## src/rtl/payload_endian_conv.sv

```systemverilog
module payload_endian_conv #(
  parameter int DW        = 64,
  parameter int BCW       = 7,
  parameter int PTW       = 3,
  parameter int MAX_MAINT = 64
) (
  input  logic              clk,
  input  logic              rst_n,
  input  logic              little_endian,
  input  logic              in_valid,
  output logic              in_ready,
  input  logic              in_sop,
  input  logic              in_eop,
  input  logic [PTW-1:0]    in_ptype,
  input  logic [BCW-1:0]    in_bytes,
  input  logic              in_target,
  input  logic              in_cfg,
  input  logic [DW-1:0]     in_data,
  input  logic [DW/8-1:0]   in_be,
  output logic              out_valid,
  input  logic              out_ready,
  output logic              out_sop,
  output logic              out_eop,
  output logic [DW-1:0]     out_data,
  output logic [DW/8-1:0]   out_be,
  output logic              size_err
);
  localparam int            WORDS    = DW / 32;
  localparam logic [PTW-1:0] PT_MAINT = PTW'(5);
  localparam logic [BCW-1:0] B4       = BCW'(4);

  logic           le_q, tgt_q, cfg_q, drop_q;
  logic [PTW-1:0] pt_q;
  logic [BCW-1:0] by_q;

  wire            in_fire = in_valid && in_ready;
  wire            c_le    = in_sop ? little_endian : le_q;
  wire            c_tgt   = in_sop ? in_target     : tgt_q;
  wire            c_cfg   = in_sop ? in_cfg        : cfg_q;
  wire [PTW-1:0]  c_pt    = in_sop ? in_ptype      : pt_q;
  wire [BCW-1:0]  c_by    = in_sop ? in_bytes      : by_q;

  wire init_ok  = (c_by == B4) ||
                  (c_by[2:0] == 3'd0 && c_by != '0 && int'(c_by) <= MAX_MAINT);
  wire size_bad = !c_cfg && c_pt == PT_MAINT && (c_tgt ? c_by != B4 : !init_ok);
  wire drop_now = in_sop ? size_bad : drop_q;
  wire swap_en  = c_le && !c_cfg && c_pt <= PT_MAINT;

  logic [DW-1:0] conv;
  for (genvar w = 0; w < WORDS; w++) begin : g_word
    wire sel = swap_en && (c_by != B4 || |in_be[4*w +: 4]);
    wire [31:0] wd = in_data[32*w +: 32];
    assign conv[32*w +: 32] = sel ? {wd[7:0], wd[15:8], wd[23:16], wd[31:24]} : wd;
  end

  assign in_ready = !out_valid || out_ready;
  assign size_err = drop_q;

  always_ff @(posedge clk) begin
    if (!rst_n) begin
      le_q <= 1'b0; tgt_q <= 1'b0; cfg_q <= 1'b0; drop_q <= 1'b0;
      pt_q <= '0;   by_q  <= '0;
    end else if (in_fire && in_sop) begin
      le_q <= little_endian; tgt_q <= in_target; cfg_q <= in_cfg;
      pt_q <= in_ptype;      by_q  <= in_bytes;  drop_q <= size_bad;
    end
  end

  always_ff @(posedge clk) begin
    if (!rst_n) begin
      out_valid <= 1'b0;
      out_sop   <= 1'b0;
      out_eop   <= 1'b0;
      out_data  <= '0;
      out_be    <= '0;
    end else begin
      if (out_valid && out_ready) out_valid <= 1'b0;
      if (in_fire && !drop_now) begin
        out_valid <= 1'b1;
        out_sop   <= in_sop;
        out_eop   <= in_eop;
        out_data  <= conv;
        out_be    <= in_be;
      end
    end
  end

  AST_STALL_HOLD: assert property (@(posedge clk) disable iff (!rst_n)
    out_valid && !out_ready |=> out_valid && $stable(out_data) && $stable(out_be));
  AST_BE_COPY: assert property (@(posedge clk) disable iff (!rst_n)
    in_fire && !size_err && !in_sop |=> out_valid && out_be == $past(in_be));
  AST_TGT_SIZE: assert property (@(posedge clk) disable iff (!rst_n)
    in_fire && in_sop && !in_cfg && in_ptype == PT_MAINT && in_target && in_bytes != B4
    |=> size_err && !out_valid);
  AST_ERR_HOLD: assert property (@(posedge clk) disable iff (!rst_n)
    size_err && !(in_fire && in_sop) |=> size_err);
  AST_CFG_RAW: assert property (@(posedge clk) disable iff (!rst_n)
    in_fire && in_sop && in_cfg |=> out_valid && out_data == $past(in_data));
  AST_BE_MODE: assert property (@(posedge clk) disable iff (!rst_n)
    in_fire && in_sop && !little_endian && !size_bad |=> out_data == $past(in_data));
endmodule

```

## config.mk

```make
export PLATFORM = sky130hd
export DESIGN_NAME = payload_endian_conv
export DESIGN_NICKNAME = d
export VERILOG_FILES = /design/src/rtl/payload_endian_conv.sv
export SDC_FILE = /design/constraint.sdc
export NUM_CORES = 1
export LEC_CHECK = 0
export CAP_MARGIN = 5
export CORE_UTILIZATION = 30
export CTS_BUF_LIST = sky130_fd_sc_hd__clkbuf_8
export CTS_CLUSTER_DIAMETER = 80
export DETAILED_ROUTE_END_ITERATION = 7
export GPL_ROUTABILITY_DRIVEN = 0
export SYNTH_ARGS = -nofsm -noshare
export SYNTH_HDL_FRONTEND = slang
export SYNTH_SLANG_ARGS = --single-unit
```

## constraint.sdc

```tcl
create_clock -name clk -period 5.18 [get_ports clk]
set_input_delay 0.777 -clock clk [delete_from_list [all_inputs] [get_ports clk]]
set_output_delay 0.777 -clock clk [all_outputs]
set_load 0.03 [all_outputs]
```

==> impl_metrics.json <==
{
  "status": "complete, no violations",
  "setup_viol": 0,
  "clock_latency_ps": 390,
  "path_cells": "clkdlybuf4s50_1, or4_1, a222oi_1, o21bai_2, o31a_1, mux2i_1",
  "slew_violations": 0,
  "syn_area_um2": 5820,
  "cp_data_required_time_ps": 5490,
  "clockBufferDepth": 2,
  "place_hpwl_um": 12500,
  "min_path_cells": 2,
  "avgSynthCellArea_um2": 8.09,
  "rows": 50,
  "powerDensity_nw_per_um2": 230,
  "final_nets": 918,
  "r2r_cells": 5,
  "fmax_ghz": 0.286,
  "io_pins": 168,
  "p_leak_uw": 0.00288,
  "synth_seq_cells": 89,
  "clkSinkCount": 89,
  "hold_viol": 0,
  "yosys_warnings": 0,
  "synthesis.nets": 811,
  "drt_wl_total_um": 19000,
  "fp.coreArea_um2": 18900,
  "p_int_uw": 1160,
  "rsz0062_at_grt": "false",
  "vdd_ir_drop_max_uv": 120,
  "drtIter0Drc": 486,
  "cts_root_buf": "clkbuf_8",
  "ys_seq_area_share_pct": 30.6,
  "via_per_inst": 5.32,
  "synth_cells": 720,
  "port-buffer-count": 167,
  "drc": 0,
  "wire_per_inst_um": 17.4,
  "hp-class": "flip-flop to flip-flop",
  "grt_pass1_wl_um": 29700,
  "die_area_um2": 20000,
  "maxCapViolCount": 0,
  "p_comb_share_pct": 30.4,
  "die_w_um": 141,
  "startpoint_type": "primary input",
  "critPathKind": "primary input to flip-flop",
  "finalSetupTns_ps": 0,
  "fin_ws_ps": 1690,
  "ys_types": 38,
  "grtUsageTotal_pct": 18.9,
  "antenna_found_initial": 4,
  "clkTransAtPathRegs_ps": 90,
  "pre_cts_ws_ps": 1290,
  "crit_family": "compound AO/OA/AOI/OAI gates",
  "grt-ovfl-total": 0,
  "drt_pre_antenna_iters": 4,
  "worst-path-stages": 6,
  "cts_tree": "yes",
  "worstPathMaxFanout": 21,
  "switching_power_uw": 641,
  "slew_headroom_pct": 30.6,
  "tightest_slew_ps": 1040,
  "area_delta_synth_final_pct": 34.4,
  "skew_ps": 17.3,
  "cts_hold_buf": 0,
  "htree_levels": 3,
  "pwr-share-seq_pct": 42.5,
  "fin_crit_sh_pct": 67.4,
  "drive_above_1_share_pct": 4.33,
  "post-cts-setup-buffers": 0,
  "switching_share_pct": 35.6,
  "first_global_vias": 5378,
  "fp.dieH_um": 141,
  "ant_nets": 0,
  "initial_core_util_pct": 30.8,
  "grt_start_max_net_pins": 129,
  "power_frac_clock_pct": 27.1,
  "cts_resized": 0,
  "fin_crit_ps": 3490,
  "numCtsBuffers": 9,
  "cp_slowest_stage_delay_ps": 750,
  "path_buf_inv": 1,
  "crit_slowest_cell": "clkdlybuf4s50_1",
  "cp.arrival_ps": 3800,
  "cp-end-kind": "flip-flop",
  "dr_total_vias": 5820
}
-- routing by layer --
metal	GRT usage (%)	share of wire, %	vias to the layer above
met4	5.43	1.2	0
met2	31.2	47	169
met5	0	0	-
met1	24.4	45	2773
met3	4.42	6.8	14
li1	-	-	2864
-- cells in the final DEF, fill, tap and decap left out, types with 2 or more instances in the layout --
cell	n
buf_4	9
a21oi_1	2
clkbuf_8	9
mux2i_1	87
o211ai_1	64
o2bb2ai_1	64
nor4_1	2
inv_1	65
nor4_4	2
a21boi_0	2
or3b_1	2
a211oi_1	65
inv_6	3
nor2b_1	14
or3_1	2
o31ai_1	2
nand2_1	86
buf_12	3
clkdlybuf4s50_1	166
clkinvlp_4	3
o21ai_0	65
nor3_1	4
dfxtp_1	89
nor3b_1	2
-- synth_stat cells --
cell	number	area (um^2)
nand3_1	1	5.00
o31a_1	1	8.76
o22ai_1	2	12.5
o31ai_1	3	22.5
inv_1	65	244
and2_1	1	6.26
nor4_2	2	25.0
a211oi_1	65	488
mux2i_1	87	871
buf_6	6	67.6
o211ai_1	64	480
a21oi_1	2	10.0
nor3b_1	3	22.5
or4_1	1	7.51
buf_2	10	50.1
o2bb2ai_1	64	561
a32oi_1	1	8.76
nand2b_1	1	6.26
nor2b_1	14	87.6
nor3_1	4	20.0
nand2_1	86	323
clkbuf_1	65	244
a21boi_1	1	7.51
dfxtp_1	89	1780
or3b_1	2	17.5
o21bai_2	1	11.3
or3_1	2	12.5
nand3b_1	1	7.51
nor4_1	2	12.5
nor4b_1	1	8.76
o21ai_0	65	325
o21bai_1	1	7.51
or4b_1	1	10.0
and4b_1	1	10.0
buf_4	1	7.51
and3b_1	1	8.76
a222oi_1	1	10.0
a21boi_0	2	15.0
-- power groups by stage --
| stage | clock network, uW | registers, uW | logic, uW |
|---|---|---|---|
| 5_1_grt | 532 | 773 | 584 |
| 6_report | 487 | 765 | 547 |
| 3_3_place_gp | 0 | 782 | 547 |
| 3_5_place_dp | 0 | 781 | 549 |
| 4_1_cts | 502 | 766 | 551 |
| 2_1_floorplan | 0 | 864 | 226 |
-- metrics by stage --
stage / hold slack, ps / instance area, um^2 / instances / utilization [%] / power [uW]
after CTS: 468 / 7820 / 1092 / 41.4 / 1820
final: 464 / 7830 / 1093 / 41.4 / 1800
after floorplan: 486 / 5820 / 720 / - / 1090
after global placement: 444 / 7640 / 1076 / 40.4 / 1330
after detailed placement: 449 / 7640 / 1076 / 40.4 / 1330
after global routing: 484 / 7820 / 1092 / 41.4 / 1890
-- cells by family (layout without fill, tap and decap cells) --
group	after synthesis	count (layout)	share of synthesized area (%)
AO/OA/AOI/OAI	273	273	33.8
buffers and inverters	147	259	10.5
AND/OR/NAND/NOR	124	124	10.1
flip-flops	89	89	30.6
multiplexers	87	87	15.0
other	0	1	0
-- worst reg2reg max path, cell delays in order, from the launching register on --
cell and delay [ps]:
dfxtp_1 340, or4_1 520, a222oi_1 470, o21bai_2 280, o31a_1 600, mux2i_1 250
-- cell type report --
| class | count | area (um^2) |
|---|---|---|
| fillers | 1954 | 11100 |
| multi-input cells | 484 | 3500 |
| repair buffers | 178 | 1790 |
| flip-flops and latches | 89 | 1780 |
| well taps | 260 | 325 |
| inverters | 65 | 244 |
| clock buffers | 9 | 124 |
| clock inverters | 7 | 60.1 |
| diodes | 1 | 2.50 |
-- state kept, by name (all words and copies together) (netlist names) --
register   flops
tgt_q          1
out_be         8
out_data      64
le_q           1
out_valid      1
size_err       1
cfg_q          1
pt_q           3
by_q           7
out_eop        1
out_sop        1
-- path summary, 6_finish.rpt --
check,start,endpoint,slack (ps)
worst min-delay path,out_be[0]$_SDFFE_PN0P_,out_be[0]$_SDFFE_PN0P_,460
worst max register to register,by_q[3]$_SDFFE_PN0P_,out_be[1]$_SDFFE_PN0P_,2650
worst max-delay path,in_sop,out_be[1]$_SDFFE_PN0P_,1690
worst min register to register,out_be[0]$_SDFFE_PN0P_,out_be[0]$_SDFFE_PN0P_,460
Power figures use the tool's default switching activity.
